===== src/rtl/ptp_tod_pkg.sv =====
`timescale 1ns/1ps
package ptp_tod_pkg;
  localparam int unsigned ADDR_W = 3;

  typedef enum logic [ADDR_W-1:0] {
    REG_CTRL    = 3'd0,
    REG_ADDEND  = 3'd1,
    REG_PERIOD  = 3'd2,
    REG_TIME_LO = 3'd3,
    REG_TIME_HI = 3'd4
  } reg_addr_e;

  function automatic logic [31:0] bswap32(input logic [31:0] d);
    return {d[7:0], d[15:8], d[23:16], d[31:24]};
  endfunction
endpackage


===== src/rtl/ptp_phase_acc.sv =====
`timescale 1ns/1ps
module ptp_phase_acc #(
  parameter int unsigned ACC_W = 32
) (
  input  logic             clk_i,
  input  logic             rst_ni,
  input  logic             clr_i,
  input  logic [ACC_W-1:0] addend_i,
  output logic             carry_o,
  output logic [ACC_W-1:0] acc_o
);
  logic [ACC_W-1:0] acc_q;
  logic [ACC_W:0]   sum;

  assign sum     = {1'b0, acc_q} + {1'b0, addend_i};
  assign carry_o = sum[ACC_W];
  assign acc_o   = acc_q;

  always_ff @(posedge clk_i or negedge rst_ni) begin
    if (!rst_ni)    acc_q <= '0;
    else if (clr_i) acc_q <= '0;
    else            acc_q <= sum[ACC_W-1:0];
  end

  p_wrap_add_r2: assert property (@(posedge clk_i) disable iff (!rst_ni)
    !clr_i |=> acc_o == ACC_W'($past(acc_o) + $past(addend_i)));
  p_clear_on_load_r7: assert property (@(posedge clk_i) disable iff (!rst_ni)
    clr_i |=> acc_o == '0);
endmodule


===== src/rtl/ptp_time_reg.sv =====
`timescale 1ns/1ps
module ptp_time_reg #(
  parameter int unsigned TIME_W   = 64,
  parameter int unsigned PERIOD_W = 8
) (
  input  logic                clk_i,
  input  logic                rst_ni,
  input  logic                load_i,
  input  logic [TIME_W-1:0]   load_val_i,
  input  logic                step_i,
  input  logic [PERIOD_W-1:0] period_i,
  output logic [TIME_W-1:0]   time_o,
  output logic                tick_o
);
  logic [TIME_W-1:0] time_q;
  logic              tick_q;

  always_ff @(posedge clk_i or negedge rst_ni) begin
    if (!rst_ni) begin
      time_q <= '0;
      tick_q <= 1'b0;
    end else if (load_i) begin
      time_q <= load_val_i;
      tick_q <= 1'b0;
    end else begin
      if (step_i) time_q <= time_q + TIME_W'(period_i);
      tick_q <= step_i;
    end
  end

  assign time_o = time_q;
  assign tick_o = tick_q;

  p_hold_r3: assert property (@(posedge clk_i) disable iff (!rst_ni)
    (!load_i && !step_i) |=> $stable(time_o));
  p_one_step_r3: assert property (@(posedge clk_i) disable iff (!rst_ni)
    (!load_i && step_i) |=> (time_o - $past(time_o)) == TIME_W'($past(period_i)));
  p_load_r7: assert property (@(posedge clk_i) disable iff (!rst_ni)
    load_i |=> (time_o == $past(load_val_i)) && !tick_o);
endmodule


===== src/rtl/ptp_regif.sv =====
`timescale 1ns/1ps
module ptp_regif
  import ptp_tod_pkg::*;
#(
  parameter int unsigned TIME_W     = 64,
  parameter int unsigned PERIOD_W   = 8,
  parameter logic [31:0] ADDEND_RST = 32'h9999_99A4,
  parameter int unsigned PERIOD_RST = 10,
  parameter bit          BIG_ENDIAN = 1'b1
) (
  input  logic                clk_i,
  input  logic                rst_ni,
  input  logic                we_i,
  input  logic                re_i,
  input  logic [ADDR_W-1:0]   addr_i,
  input  logic [31:0]         wdata_i,
  output logic [31:0]         rdata_o,
  input  logic [TIME_W-1:0]   time_i,
  output logic [31:0]         addend_o,
  output logic [PERIOD_W-1:0] period_o,
  output logic [1:0]          clk_sel_o,
  output logic                load_o,
  output logic [TIME_W-1:0]   load_val_o
);
  localparam int unsigned HI_W = TIME_W - 32;

  logic [31:0]         wd, rd;
  logic [1:0]          sel_q;
  logic [31:0]         addend_q, lo_stage_q;
  logic [PERIOD_W-1:0] period_q;
  logic [HI_W-1:0]     snap_hi_q;

  generate
    if (BIG_ENDIAN) begin : g_swap
      assign wd      = bswap32(wdata_i);
      assign rdata_o = bswap32(rd);
    end else begin : g_plain
      assign wd      = wdata_i;
      assign rdata_o = rd;
    end
  endgenerate

  always_ff @(posedge clk_i or negedge rst_ni) begin
    if (!rst_ni) begin
      sel_q      <= 2'd1;
      addend_q   <= ADDEND_RST;
      period_q   <= PERIOD_W'(PERIOD_RST);
      lo_stage_q <= '0;
      snap_hi_q  <= '0;
    end else begin
      if (we_i) begin
        case (addr_i)
          REG_CTRL:    sel_q      <= wd[1:0];
          REG_ADDEND:  addend_q   <= wd;
          REG_PERIOD:  period_q   <= wd[PERIOD_W-1:0];
          REG_TIME_LO: lo_stage_q <= wd;
          default: ;
        endcase
      end
      if (re_i && addr_i == REG_TIME_LO) snap_hi_q <= time_i[TIME_W-1:32];
    end
  end

  always_comb begin
    case (addr_i)
      REG_CTRL:    rd = {30'd0, sel_q};
      REG_ADDEND:  rd = addend_q;
      REG_PERIOD:  rd = 32'(period_q);
      REG_TIME_LO: rd = time_i[31:0];
      REG_TIME_HI: rd = 32'(snap_hi_q);
      default:     rd = '0;
    endcase
  end

  assign load_o     = we_i && addr_i == REG_TIME_HI;
  assign load_val_o = {wd[HI_W-1:0], lo_stage_q};
  assign addend_o   = addend_q;
  assign period_o   = period_q;
  assign clk_sel_o  = sel_q;

  p_snapshot_r6: assert property (@(posedge clk_i) disable iff (!rst_ni)
    (re_i && addr_i == REG_TIME_LO) |=> snap_hi_q == $past(time_i[TIME_W-1:32]));
  p_sel_write_r8: assert property (@(posedge clk_i) disable iff (!rst_ni)
    (we_i && addr_i == REG_CTRL) |=> clk_sel_o == $past(wd[1:0]));
  p_unmapped_r10: assert property (@(posedge clk_i) disable iff (!rst_ni)
    (we_i && addr_i > REG_TIME_HI) |=> $stable(addend_o) && $stable(period_o) && $stable(clk_sel_o));
endmodule


===== src/rtl/ptp_tod_counter.sv =====
`timescale 1ns/1ps
module ptp_tod_counter
  import ptp_tod_pkg::*;
#(
  parameter int unsigned TIME_W     = 64,
  parameter int unsigned ACC_W      = 32,
  parameter int unsigned PERIOD_W   = 8,
  parameter logic [31:0] ADDEND_RST = 32'h9999_99A4,
  parameter int unsigned PERIOD_RST = 10,
  parameter bit          BIG_ENDIAN = 1'b1
) (
  input  logic              clk_i,
  input  logic              rst_ni,
  input  logic              reg_we_i,
  input  logic              reg_re_i,
  input  logic [2:0]        reg_addr_i,
  input  logic [31:0]       reg_wdata_i,
  output logic [31:0]       reg_rdata_o,
  output logic [TIME_W-1:0] time_ns_o,
  output logic              tick_o,
  output logic [1:0]        clk_sel_o
);
  logic [31:0]         addend;
  logic [PERIOD_W-1:0] period;
  logic                load, carry;
  logic [TIME_W-1:0]   load_val;
  logic [ACC_W-1:0]    acc;

  ptp_regif #(
    .TIME_W(TIME_W), .PERIOD_W(PERIOD_W), .ADDEND_RST(ADDEND_RST),
    .PERIOD_RST(PERIOD_RST), .BIG_ENDIAN(BIG_ENDIAN)
  ) u_regif (
    .clk_i, .rst_ni,
    .we_i(reg_we_i), .re_i(reg_re_i), .addr_i(reg_addr_i),
    .wdata_i(reg_wdata_i), .rdata_o(reg_rdata_o),
    .time_i(time_ns_o), .addend_o(addend), .period_o(period),
    .clk_sel_o(clk_sel_o), .load_o(load), .load_val_o(load_val)
  );

  ptp_phase_acc #(.ACC_W(ACC_W)) u_acc (
    .clk_i, .rst_ni, .clr_i(load),
    .addend_i(addend[ACC_W-1:0]), .carry_o(carry), .acc_o(acc)
  );

  ptp_time_reg #(.TIME_W(TIME_W), .PERIOD_W(PERIOD_W)) u_time (
    .clk_i, .rst_ni, .load_i(load), .load_val_i(load_val),
    .step_i(carry), .period_i(period), .time_o(time_ns_o), .tick_o(tick_o)
  );

  p_tick_carry_r2: assert property (@(posedge clk_i) disable iff (!rst_ni)
    (!load && carry) |=> tick_o);
  p_residue_kept_r4: assert property (@(posedge clk_i) disable iff (!rst_ni)
    (reg_we_i && reg_addr_i == REG_ADDEND) |=> acc == ACC_W'($past(acc) + $past(addend[ACC_W-1:0])));
endmodule


===== config.mk =====
export PLATFORM = sky130hd
export DESIGN_NAME = ptp_tod_counter
export DESIGN_NICKNAME = d
export VERILOG_FILES = /design/src/rtl/ptp_tod_pkg.sv /design/src/rtl/ptp_phase_acc.sv /design/src/rtl/ptp_time_reg.sv /design/src/rtl/ptp_regif.sv /design/src/rtl/ptp_tod_counter.sv
export SDC_FILE = /design/constraint.sdc
export NUM_CORES = 1
export LEC_CHECK = 0
export BUFFER_PORTS_ARGS = -buffer_cell sky130_fd_sc_hd__buf_4
export CAP_MARGIN = 10
export CORE_MARGIN = 2
export CORE_UTILIZATION = 40
export CTS_CLUSTER_SIZE = 40
export DETAILED_ROUTE_END_ITERATION = 16
export PLACE_DENSITY_LB_ADDON = 0.15
export SYNTH_ARGS = -nofsm -noshare
export SYNTH_HDL_FRONTEND = slang
export SYNTH_HIERARCHICAL = 1
export SYNTH_SLANG_ARGS = --single-unit

===== constraint.sdc =====
create_clock -name clk_i -period 7 [get_ports clk_i]
set_input_delay 0.35 -clock clk_i [delete_from_list [all_inputs] [get_ports clk_i]]
set_output_delay 0.35 -clock clk_i [all_outputs]
set_load 0.02 [all_outputs]

Word level (Yosys, flattened, before mapping)
Cells that the tools add are included.
- flip-flop bits (word level): 203
- input port bits: 39
- output and inout bits: 99
- add/sub/neg operators: 2
- equality and inequality tests: 4
- mux-type cells: 5
- reduce and logical (&&, ||, !) cells: 8
- operators by type and width (operator ; count):
    case mux 32 bit (5 select lines) ; 1
    two-way mux 64 bit ; 2
    adder 64 x 8 -> 64 bit ; 1
    adder 32 x 32 -> 33 bit ; 1
    two-way mux 32 bit ; 1
    AND reduction 2 bit ; 4
    == test 3 x 2 -> 1 bit, second input constant ; 2
    == test 3 x 1 -> 1 bit, second input constant ; 1
    == test 3 bit, second input constant ; 1
    zero test 3 bit ; 1
    logical AND 1 bit ; 2
    nonzero test 2 bit ; 1
    two-way mux 1 bit ; 1

Longest topological paths before layout
- word-level depth: 3
- gate-level depth with buffers: 16
- gate-level depth less buffers: 15

Cells and area by module
Netlist, hierarchy kept.
- modules (own cells, without submodules) (module ; times used ; cells each ; area each (um^2) ; seq. area each (um^2)):
    ptp_regif ; 1 ; 382 ; 5037.3 ; 2675.1
    ptp_time_reg ; 1 ; 469 ; 4306.6 ; 1626.6
    ptp_phase_acc ; 1 ; 342 ; 2889.0 ; 800.8

Least setup slack after synthesis
No wires, ideal clock.
- path kind: register -> register
- from: register u_regif.addend_q[0], in the netlist u_regif/addend_o[0]
- to: register u_time.time_q[45], in the netlist u_time/time_o[45]
- library setup time: 0.125 ns
- arrival: 3.823 ns
- required time: 6.875 ns
- path slack: 3.052 ns
- stages on the path, launching flop included: 17
- buffers on the path: 1
- period minus slack after synthesis: 3.948 ns
- cell sequence: dfrtp_1 ha_1 inv_1 fa_1 and2b_1 o2111a_1 o21ai_2 a2111oi_4 o21ai_1 o21ai_0 inv_2 nor3_1 o211ai_1 buf_2 a2111oi_2 xor2_1 mux2_2
- longest elaborated chain between the ends: 2
- ends and longest elaborated chain (item ; line ; text):
    start, declared ; ptp_regif.sv:29 ; logic [31:0] addend_q, lo_stage_q;
    start signal, assigned ; ptp_regif.sv:54 ; REG_ADDEND: addend_q <= wd;
    adder 32 x 32 -> 33 bit ; ptp_phase_acc.sv:15 ; assign sum = {1'b0, acc_q} + {1'b0, addend_i};
    via carry ; ptp_tod_counter.sv:25 ; logic load, carry;
    nonzero test 2 bit (no source line) ; -- ;
    end signal, assigned ; ptp_time_reg.sv:23 ; time_q <= load_val_i;
    end signal, assigned ; ptp_time_reg.sv:26 ; if (step_i) time_q <= time_q + TIME_W'(period_i);
    end, declared ; ptp_time_reg.sv:15 ; logic [TIME_W-1:0] time_q;
The timed path passes the listed nets, and every way through them passes these cells.
A chain may end at the register's enable or synchronous reset.

Worst setup path after layout
- from: register u_regif.addend_q[0], in the netlist u_regif/addend_o[0]
- to: register u_time.time_q[21], in the netlist u_time/time_o[21]
Same word-level chain as after synthesis.

==> results.toml <==
[yosys]
synth-edff-count = 0
synth_area_leader_cell = "dfrtp_1"
yosys.area.top_type_share_pct = 37.84
netlist_area_mm2 = 0.01223
synthTopCellsByArea = "dfrtp_1 38%, mux2_2 10%, ha_1 4.1%"
post_synth_num_cell_types = 82
yosysWarnings = 6
async_flop_share_pct = 100.0
syn_nets = 1274
ys_ff_latch = 203
yosysSeqAreaShare_pct = 41.71
synth_ff_type = "dfrtp_1"
syn_avg_cell_area_um2 = 10.25
syn_inst = 1193

[placed_design]
routabilityCongestion = 0.8959
hpwl_um = 27430
placed_cells = 1641
portBuffers = 137

[worst_setup_path]
path_cells = "ha_1 > inv_1 > fa_1 > and2b_1 > o2111a_1 > o21ai_2 > a2111oi_4 > o21ai_1 > o21ai_1 > buf_4 > inv_2 > nor3_1 > o211ai_1 > buf_4 > a2111oi_0 > xor2_1 > mux2_2"
crit_required_ns = 7.42
reg2reg_depth = 17
slowest_stage = "a2111oi_0"
crit_path_start = "u_regif/addend_o[0]$_DFFE_PN0P_"
max_stage_delay_ns = 0.53
worst_r2r_endpoint = "u_time/time_o[21]$_DFFE_PN0P_"
cp-end-kind = "flop"
crit_family = "compound AO/OA/AOI/OAI gates"
critPathKind = "flop to flop"
critPathLaunchType = "flop"
ff2ff_setup_slack_ns = 2.59
critPathMaxFanout = 21
crit_arrival_ns = 4.83
r2r_start = "u_regif/addend_o[0]$_DFFE_PN0P_"
cp.buffers_inverters = 4

[clocking]
cts_tree = "done"
cts_root_buf = "clkbuf_16"
clkLatencyLatePin_ns = 0.53
post_cts_buffers = 0
clk_pin_slew_ns = 0.06
clock_sinks = 203
cts-buffers-inserted = 24
clk_path_buf_depth = 3
cts_max_level = 1

[sta]
slew_headroom_pct = 24.10
finalSetupViolations = 0
setup_tns_ns = 0
timing.final.max_slew_violations = 0
rsz0062_at_grt = "false"
holdWs_ns = 0.06154
worst_pin_slew_ns = 1.132
final_hold_viol_count = 0
max_freq_mhz = 226.8
period_share_pct = 62.98
finClkSkew_ns = 0.02528
fin_crit_ns = 4.409

[flow_run]
maxCapViolations = 0

[drt]
avgViaCountPerCell = 5.725
drt_iter0_markers = 766
drc_errors = 0
totalWireLength_um = 38900
dr.pass1.iters = 5
drtAntennaViolNets = 0
num_vias = 9652
wl_per_cell_um = 23.07

[global_route]
grt_pass1_vias = 9543
grt_max_degree = 94
gr-total-overflow = 0
antenna_found_initial = 0
track_usage_pct = 24.47
grt_pass1_wl_um = 59260

[cells_and_area]
nNetsFinal = 1353
stdcell_count = 1686
areaGrowthSynthToFinish_pct = 15.71
layout_commonest_cell = "dfrtp_1"
nFillCells = 2894
multiInputGateArea_mm2 = 0.006484
mostFrequentLayoutCells = "185 x dfrtp_1, 147 x buf_4, 127 x nand2_1"
regArea_mm2 = 0.005102
drive_gt1_share_pct = 30.02

[floorplan]
ios = 138
die_w_um = 178.9
die_h_um = 178.9
initial_core_util_pct = 40.31
core_area_mm2 = 0.03035
die_area_mm2 = 0.03200
fp-row-count = 64

[hold_path]
hold_end = "u_time/time_o[54]$_DFFE_PN0P_"
min_from = "reg_wdata_i[14]"
holdPathStages = 3
hold_path_class = "input pin to flop"

[power]
leakagePower_nw = 5.916
power_density_mw_per_mm2 = 411.4
max-vdd-ir-drop_mv = 0.2290

[run_status]
status = "completed"
per-layer routing:
| metal | part of all wire (%) | vias to the layer above | GRT usage [%] |
|---|---|---|---|
| li1 | - | 4481 | - |
| met1 | 46 | 4826 | 35.13 |
| met2 | 47 | 290 | 39.41 |
| met3 | 5.1 | 55 | 2.799 |
| met4 | 2.4 | 0 | 5.928 |
| met5 | 0 | - | 0 |
sequential cells by signal, indices dropped and copies added, names as in the netlist:
| register | count |
|---|---|
| u_acc/acc_o | 32 |
| u_regif/addend_o | 32 |
| u_regif/clk_sel_o | 2 |
| u_regif/lo_stage_q | 32 |
| u_regif/period_o | 8 |
| u_regif/snap_hi_q | 32 |
| u_time/tick_o | 1 |
| u_time/time_o | 64 |
repair_timing:
action                                 in CTS  in global routing
gates resized for setup                     0                  0
endpoints found under the hold margin      83                  0
hold buffers                                1                  0
worst min-delay path: cells and delay by family:
family	cells	cell delay [ns]
compound gates	1	0.06
buf+inv	1	0.09
simple gates	1	0.04
worst max path at each step:
stage,to,slack (ns),cells past startpoint
after floorplan,u_time/time_o[45]$_DFFE_PN0P_,3.05,16
after global placement,u_time/time_o[21]$_DFFE_PN0P_,2.69,17
after detailed placement,u_time/time_o[21]$_DFFE_PN0P_,2.61,17
after CTS,u_time/time_o[21]$_DFFE_PN0P_,2.59,17
after global routing,u_time/time_o[21]$_DFFE_PN0P_,2.16,17
final,u_time/time_o[21]$_DFFE_PN0P_,2.59,17
Yosys cell counts (32+ instances only):
cell and n:
ha_1 40, dfrtp_1 185, a22oi_1 33, o21ai_0 52
xnor2_1 54, a21oi_1 50, mux2_2 114, o21ai_1 37
nand2_1 127, nor2_1 56, buf_4 35, clkbuf_1 32
through the flow:
stage,instance area (µm²),util [%],worst slack [ns],power [mW]
after floorplan,12230,-,3.052,3.647
after global placement,13290,43.79,2.691,4.446
after detailed placement,13290,43.79,2.605,4.487
after CTS,14150,46.63,2.588,5.848
after global routing,14150,46.63,2.158,6.211
final,14150,46.64,2.591,5.823
layout make-up:
type                            count  share of cell area (%)
Clock buffer                       34                   5.074
Timing Repair Buffer              149                   7.964
Antenna cell                        1                 0.01768
Inverter                           24                  0.6364
Tap cell                          396                   3.500
Sequential cell                   203                   36.05
Multi-Input combinational cell    870                   45.81
Clock inverter                      9                  0.9547
report_power, final:
group          leakage [nW]  internal, mW  total, mW  switching [mW]
clock                 0.425         0.824       1.34           0.514
combinational          3.07          1.08       2.52            1.44
sequential             2.42          1.57       1.96           0.392
total                  5.92          3.48       5.82            2.35
cell families after synthesis:
group / Yosys count / synth area share [%]
adder cells (fa/ha/maj): 42 / 4.419
AND/OR/NAND/NOR: 346 / 14.80
multiplexers: 138 / 12.92
XOR/XNOR: 73 / 5.227
flip-flops: 203 / 41.71
AO/OA/AOI/OAI: 271 / 15.53
buffers and inverters: 120 / 5.400
Power figures use the tool's default switching activity.
